<file path="config.mk">
export PLATFORM = sky130hd
export DESIGN_NAME = bias_refresh_seq
export DESIGN_NICKNAME = d
export VERILOG_FILES = /design/src/rtl/bias_refresh_seq.sv
export SDC_FILE = /design/constraint.sdc
export NUM_CORES = 1
export LEC_CHECK = 0
export BUFFER_PORTS_ARGS = -buffer_cell sky130_fd_sc_hd__buf_4
export CAP_MARGIN = 20
export CORE_MARGIN = 5
export CORE_UTILIZATION = 46
export CTS_CLUSTER_SIZE = 12
export DETAILED_ROUTE_END_ITERATION = 8
export GPL_TIMING_DRIVEN = 1
export PLACE_DENSITY = 0.68
export SLEW_MARGIN = 20
export SYNTH_ARGS = -nofsm -noshare
export SYNTH_HDL_FRONTEND = slang
export SYNTH_SLANG_ARGS = --single-unit
</file>
<file path="constraint.sdc">
create_clock -name clk -period 4.82 [get_ports clk]
set_input_delay 1.205 -clock clk [delete_from_list [all_inputs] [get_ports clk]]
set_output_delay 1.205 -clock clk [all_outputs]
set_load 0.02 [all_outputs]
</file>
<file path="src/rtl/bias_refresh_seq.sv">
module bias_refresh_seq #(
  parameter int CELLS = 4,
  parameter int DEMUX = 4,
  parameter int GATES = 16,
  parameter int DW    = 8,
  parameter int PW    = 16
) (
  input  logic                     clk,
  input  logic                     rst_n,
  input  logic                     start_i,
  input  logic                     abort_i,
  input  logic                     ac_hold_i,
  input  logic [DW-1:0]            coarse_dwell_i,
  input  logic [DW-1:0]            fine_dwell_i,
  input  logic [PW-1:0]            period_i,
  output logic [CELLS-1:0]         row_en_o,
  output logic [DEMUX-1:0]         col_en_o,
  output logic [$clog2(GATES)-1:0] gate_addr_o,
  output logic                     sample_o,
  output logic                     fine_o,
  output logic                     pass_done_o,
  output logic                     overrun_o
);
  localparam int CW = (CELLS > 1) ? $clog2(CELLS) : 1;
  localparam int XW = (DEMUX > 1) ? $clog2(DEMUX) : 1;
  localparam int GW = $clog2(GATES);

  logic          run_q, armed_q, done_q, ovr_q;
  logic [CW-1:0] cell_q;
  logic [XW-1:0] dmx_q;
  logic [GW-1:0] gate_q;
  logic [DW:0]   cnt_q;
  logic [PW-1:0] tmr_q;

  wire          fine     = (32'(gate_q) >= 32'(GATES / 2));
  wire [DW-1:0] dwell    = fine ? fine_dwell_i : coarse_dwell_i;
  wire          active   = run_q && !ac_hold_i;
  wire          slot_end = active && (cnt_q == ({1'b0, dwell} + (DW+1)'(1)));
  wire          g_last   = (32'(gate_q) == 32'(GATES - 1));
  wire          x_last   = (32'(dmx_q) == 32'(DEMUX - 1));
  wire          c_last   = (32'(cell_q) == 32'(CELLS - 1));
  wire          tick     = armed_q && (period_i != '0) && (tmr_q == period_i - PW'(1));
  wire          go       = (start_i || tick) && !run_q;

  assign row_en_o    = active ? (CELLS'(1) << cell_q) : '0;
  assign col_en_o    = active ? (DEMUX'(1) << dmx_q) : '0;
  assign sample_o    = active && (cnt_q <= {1'b0, dwell});
  assign gate_addr_o = gate_q;
  assign fine_o      = fine;
  assign pass_done_o = done_q;
  assign overrun_o   = ovr_q;

  always_ff @(posedge clk) begin
    if (!rst_n) begin
      run_q <= 1'b0; armed_q <= 1'b0; done_q <= 1'b0; ovr_q <= 1'b0;
      cell_q <= '0; dmx_q <= '0; gate_q <= '0; cnt_q <= '0; tmr_q <= '0;
    end else begin
      done_q <= 1'b0;
      if (abort_i) begin
        run_q <= 1'b0; armed_q <= 1'b0;
        cell_q <= '0; dmx_q <= '0; gate_q <= '0; cnt_q <= '0; tmr_q <= '0;
      end else begin
        if (start_i) ovr_q <= 1'b0;
        if (tick && run_q) ovr_q <= 1'b1;
        if (start_i && !run_q) begin
          armed_q <= 1'b1;
          tmr_q   <= '0;
        end else if (armed_q) begin
          tmr_q <= tick ? '0 : tmr_q + PW'(1);
        end
        if (go) begin
          run_q <= 1'b1;
          cnt_q <= '0;
        end else if (run_q) begin
          if (ac_hold_i) begin
            cnt_q <= '0;
          end else if (slot_end) begin
            cnt_q <= '0;
            if (g_last) begin
              gate_q <= '0;
              if (x_last) begin
                dmx_q <= '0;
                if (c_last) begin
                  cell_q <= '0;
                  run_q  <= 1'b0;
                  done_q <= 1'b1;
                end else begin
                  cell_q <= cell_q + CW'(1);
                end
              end else begin
                dmx_q <= dmx_q + XW'(1);
              end
            end else begin
              gate_q <= gate_q + GW'(1);
            end
          end else begin
            cnt_q <= cnt_q + (DW+1)'(1);
          end
        end
      end
    end
  end
endmodule

</file>
## Word level (Yosys, flattened, before mapping)

Index checks and enable logic that the tools add are counted.

| storage, ports and cells | value |
|---|---|
| output and inout port bits | 16 |
| word-level logic and storage cells | 73 |
| bits of input ports | 37 |
| register bits after elaboration | 37 |

| operators by class | value |
|---|---|
| eq/ne operators | 5 |
| $lt $le $gt $ge | 2 |
| add/sub/neg operators | 7 |
| muxes and demuxes | 19 |
| reduce and logical (&&, ||, !) cells | 21 |
| shift-type cells | 2 |
| bitwise gates (word level) | 8 |

Operators by type and width:

| cell | number |
|---|---|
| 9-bit 2-to-1 mux | 2 |
| 16-bit by 1-bit adder with 16-bit output (second input constant) | 1 |
| 16-bit == test | 1 |
| 16-bit 2-to-1 mux | 1 |
| 16-bit nonzero test | 1 |
| 16-bit by 1-bit subtractor with 16-bit output (second input constant) | 1 |
| 4-bit 2-to-1 mux | 3 |
| 1-bit 2-to-1 mux | 10 |
| 8-bit by 1-bit adder with 9-bit output (second input constant) | 1 |
| 9-bit by 1-bit adder with 9-bit output (second input constant) | 1 |
| 9-bit == test | 1 |
| 9-bit by 8-bit less-or-equal comparator with 1-bit output | 1 |
| 1-bit logical AND | 8 |
| 8-bit 2-to-1 mux | 1 |
| 1-bit NOT | 8 |
| 8-bit OR reduction | 1 |
| 1-bit by 2-bit << shifter with 4-bit output (first input constant) | 2 |
| 6-bit AND reduction | 1 |
| 3-bit OR reduction | 2 |
| 5-bit AND reduction | 1 |
| 2-bit by 1-bit adder with 2-bit output (second input constant) | 2 |
| 4-bit by 1-bit adder with 4-bit output (second input constant) | 1 |
| 2-bit == test (second input constant) | 2 |
| 4-bit == test (second input constant) | 1 |
| 8 further kinds | 10 |

## Logic depth before layout (Yosys ltp)

| depth | value |
|---|---|
| word-level depth | 9 |
| mapped depth | 12 |
| depth with buffers taken out | 10 |

## Worst setup path before layout

No wires, ideal clock.

| timing | value |
|---|---|
| path kind | input port to output port |
| start | input fine_dwell_i[1] |
| end | output sample_o |
| slack | 0.532 ns |
| data required time | 3.615 ns |
| data arrival time | 3.083 ns |
| path buffers | 0 |
| stages | 10 |
| path through | mux2_2 -> inv_1 -> ha_1 -> nor2b_1 -> o21a_1 -> o21a_1 -> o21a_1 -> o21ai_0 -> nand3b_1 -> a211oi_1 |

| between the ends | value |
|---|---|
| word-level cells in the longest chain between the ends | 3 |

Ends and longest elaborated chain:

| what | line | text |
|---|---|---|
| start, declared | 14 | `input logic [DW-1:0] fine_dwell_i,` |
| 8-bit 2-to-1 mux | 36 | `wire [DW-1:0] dwell = fine ? fine_dwell_i : coarse_dwell_i;` |
| 9-bit by 8-bit less-or-equal comparator with 1-bit output | 47 | `assign sample_o = active && (cnt_q <= {1'b0, dwell});` |
| 1-bit logical AND | 47 |  |
| end, declared | 19 | `output logic sample_o,` |

Every way passes these cells.

## Final worst setup path

Ends and elaborated chain as after synthesis.

==> metrics.md <==
| Metric | Value |
|---|---|
| PostCTS Resize Cnt | `0` |
| Clock slew at reported path FFs | `0.07 ns` |
| Worst EP required | `3.62 ns` |
| P&R area growth vs syn | `18.06%` |
| Worst Setup SP | `fine_dwell_i[1]` |
| Die height | `90.10 um` |
| Reg2reg end | `dmx_q[0]` |
| Hold_sp | `overrun_o` |
| Die Area | `8118 um2` |
| Post-CTS repair timing setup buffer count | `0` |
| Largest net degree at the start of global routing | `22` |
| Run status | `completed` |
| Pleak | `1.353 nW` |
| GP Congestion | `0.8560` |
| Async S/R FF share, synth | `0` |
| Global-route wire length before repair | `11.45 mm` |
| Final hold viol count | `0` |
| GRT Overall Usage | `0.1655` |
| Final Skew | `0.006041 ns` |
| EDFF count, synth | `0` |
| Largest area contributor in the netlist | `dfxtp_1` |
| Routed Antenna Nets | `0` |
| RSZ-0062 raised after global routing | `no` |
| Synthesized cell area | `2952 um2` |
| Transition time of the tightest slew-check pin | `0.6430 ns` |
| Worst-path fanout max | `2` |
| ANT cells | `0` |
| Vias in the first global route | `2516` |
| Avg Vias per Cell | `5.455` |
| Clk buf depth | `2` |
| Syn Nets | `414` |
| CTS root buffer | `clkbuf_8` |
| Final Critical Period | `4.332 ns` |
| Worst reg-to-reg path cell count | `10` |
| Clk Latency, worst-skew pair | `0.29 ns` |
| Synth area leaders | `dfxtp_1 (25%), ha_1 (9.7%), xnor2_1 (8.0%)` |
| CTS tree | `done` |
| Slew HR | `0.5674` |
| Detailed Route WL | `6.567 mm` |
| Fmax | `0.2309 GHz` |
| Synth Register Bits | `37` |
| Hold-fix buffers at CTS | `0` |
| Placed cell count | `474` |
| Max Cap Viol | `0` |
| TritonCTS buffer count | `5` |
| Seq/Total Area, Yosys | `0.2510` |
| Initial Utilization | `0.4675` |
| Setup-failing EPs final | `0` |
| Starting DRT DRC Count | `71` |
| Synthesized area per cell | `8.338 um2` |
| Synth top area share | `0.2510` |
| CTS Sinks | `37` |
| Final Cycle Share | `0.8987` |
| Startpoint types | `input port` |
| Mapped Cells | `354` |
| Peak supply drop | `0.0001142 V` |
| Most used flip-flop cell after synthesis | `dfxtp_1` |
| DRC viols | `0` |
| Hold WC Path Type | `register to register` |
| Filler cells | `616` |
| First-pass DRT Iterations | `4` |
| Slew Viols, Final | `0` |
| # port buffers | `52` |
| Vias post-DR | `2624` |
| Setup TNS | `0 ns` |
| Ratio of cells with drive above 1 in the final layout | `0.1782` |
| WP data arrival | `3.13 ns` |
| Flop2flop setup slack | `1.77 ns` |
| Reg-to-reg critical path startpoint | `gate_addr_o[3]` |
| Hold WS | `0.5118 ns` |
| Crit path to | `sample_o` |
| Die width | `90.10 um` |
| CTS HTree Levels | `2` |
| Initial antenna violation count | `0` |
| Row count | `29` |
| Yosys warns | `0` |
| Fin nets | `464` |
| Core ar. | `6314 um2` |
| I/O pin total | `53` |
| Power Density | `179.2 nW/um2` |
| Overflow after GRT | `0` |
| Post-Layout Cell Count | `481` |
| Distinct cells, synth | `49` |
| Routed length per instance | `13.65 um` |
| CP Capture Type | `primary output` |
| Detailed Place HPWL | `5.351 mm` |
| WS Path Type | `input port to primary output` |
-- cell families after synthesis --
logic type / Yosys count / share of synthesized area
AND/OR/NAND/NOR: 161 / 0.3162
buffers and inverters: 27 / 0.03900
adder cells (fa/ha/maj): 23 / 0.09750
flip-flops: 37 / 0.2510
XOR/XNOR: 53 / 0.1573
multiplexers: 9 / 0.03561
AO/OA/AOI/OAI: 44 / 0.1034
-- worst min path at each step --
stage / endpoint / slack [ns] / cells past startpoint
6_report: overrun_o / 0.51 / 2
5_1_grt: overrun_o / 0.55 / 2
4_1_cts: overrun_o / 0.52 / 2
3_5_place_dp: overrun_o / 0.51 / 2
3_3_place_gp: overrun_o / 0.50 / 2
2_1_floorplan: dmx_q[1] / 0.49 / 2
-- cell usage after synthesis (2+ instances only) --
master / instances
a211oi_1: 3
a21o_1: 2
a21oi_1: 12
a31o_2: 2
and2_1: 9
and3_1: 10
and4_1: 4
buf_2: 2
clkbuf_1: 7
dfxtp_1: 37
ha_1: 23
inv_1: 16
mux2_2: 2
mux2i_1: 6
nand2_1: 17
nand2b_1: 3
nand3_1: 20
nand3b_1: 5
nand4_1: 18
nand4b_1: 2
nor2_1: 37
nor2b_1: 5
nor3_1: 8
nor3b_1: 4
nor4_1: 6
nor4_4: 2
nor4bb_1: 2
o21a_1: 6
o21ai_0: 9
o31ai_1: 3
or4_1: 3
xnor2_1: 27
xor2_1: 26
-- report_power, final --
| group | switching [mW] | internal, mW |
|---|---|---|
| Sequential | 0.00220 | 0.307 |
| Combinational | 0.0510 | 0.0483 |
| Clock | 0.103 | 0.113 |
| Total | 0.156 | 0.468 |
-- critical path: stages --
cell,delay [ns]
buf_4,0.11
mux2_2,0.27
inv_1,0.06
ha_1,0.22
nor2b_1,0.13
o21a_1,0.15
o21a_1,0.16
o21a_1,0.16
o21ai_0,0.16
nand3b_1,0.10
a211oi_1,0.22
buf_4,0.18
-- registers in the layout, summed over array words and instances (netlist names) --
register     cells
cnt_q            9
dmx_q            2
run_q            1
overrun_o        1
gate_addr_o      4
armed_q          1
pass_done_o      1
tmr_q           16
cell_q           2
-- area by class of cell --
| type | instances | area [um2] | share of cell area |
|---|---|---|---|
| Clock buffer | 7 | 86.33 | 0.02478 |
| Tap cell | 77 | 96.34 | 0.02765 |
| Multi-Input combinational cell | 290 | 2096 | 0.6014 |
| Sequential cell | 37 | 740.7 | 0.2126 |
| Timing Repair Buffer | 54 | 405.4 | 0.1163 |
| Inverter | 16 | 60.06 | 0.01724 |
-- routing by layer --
layer  up-vias  global-route usage  wire (um)
li1       1367                   -          -
met1      1209              0.2128       3111
met2        39              0.2744       3109
met3         9             0.03923        266
met4         0             0.04839         79
met5         -                   0          0
-- placed cells by master, fill, tap and decap left out, drive strengths merged, types with 7 or more instances in the layout --
cell type and instances:
nor3 8, clkbuf 7, and2 9, xor2 26, o21ai 9, mux2i 7, inv 16, nor2 37
xnor2 27, nand2 18, ha 23, nor4 8, a21oi 12, nand4 18, and3 10, dfxtp 37
nand3 21, buf 54
-- through the flow --
stage / util / power (mW) / worst slack, ns / area [um2]
after CTS: 0.5519 / 0.6329 / 0.4951 / 3485
after global routing: 0.5519 / 0.6513 / 0.3967 / 3485
after detailed placement: 0.5382 / 0.4148 / 0.4961 / 3398
after floorplan: - / 0.3698 / 0.5321 / 2952
after global placement: 0.5382 / 0.4131 / 0.5535 / 3398
final: 0.5519 / 0.6244 / 0.4885 / 3485
Note: power is estimated with default switching activity, not from simulation.
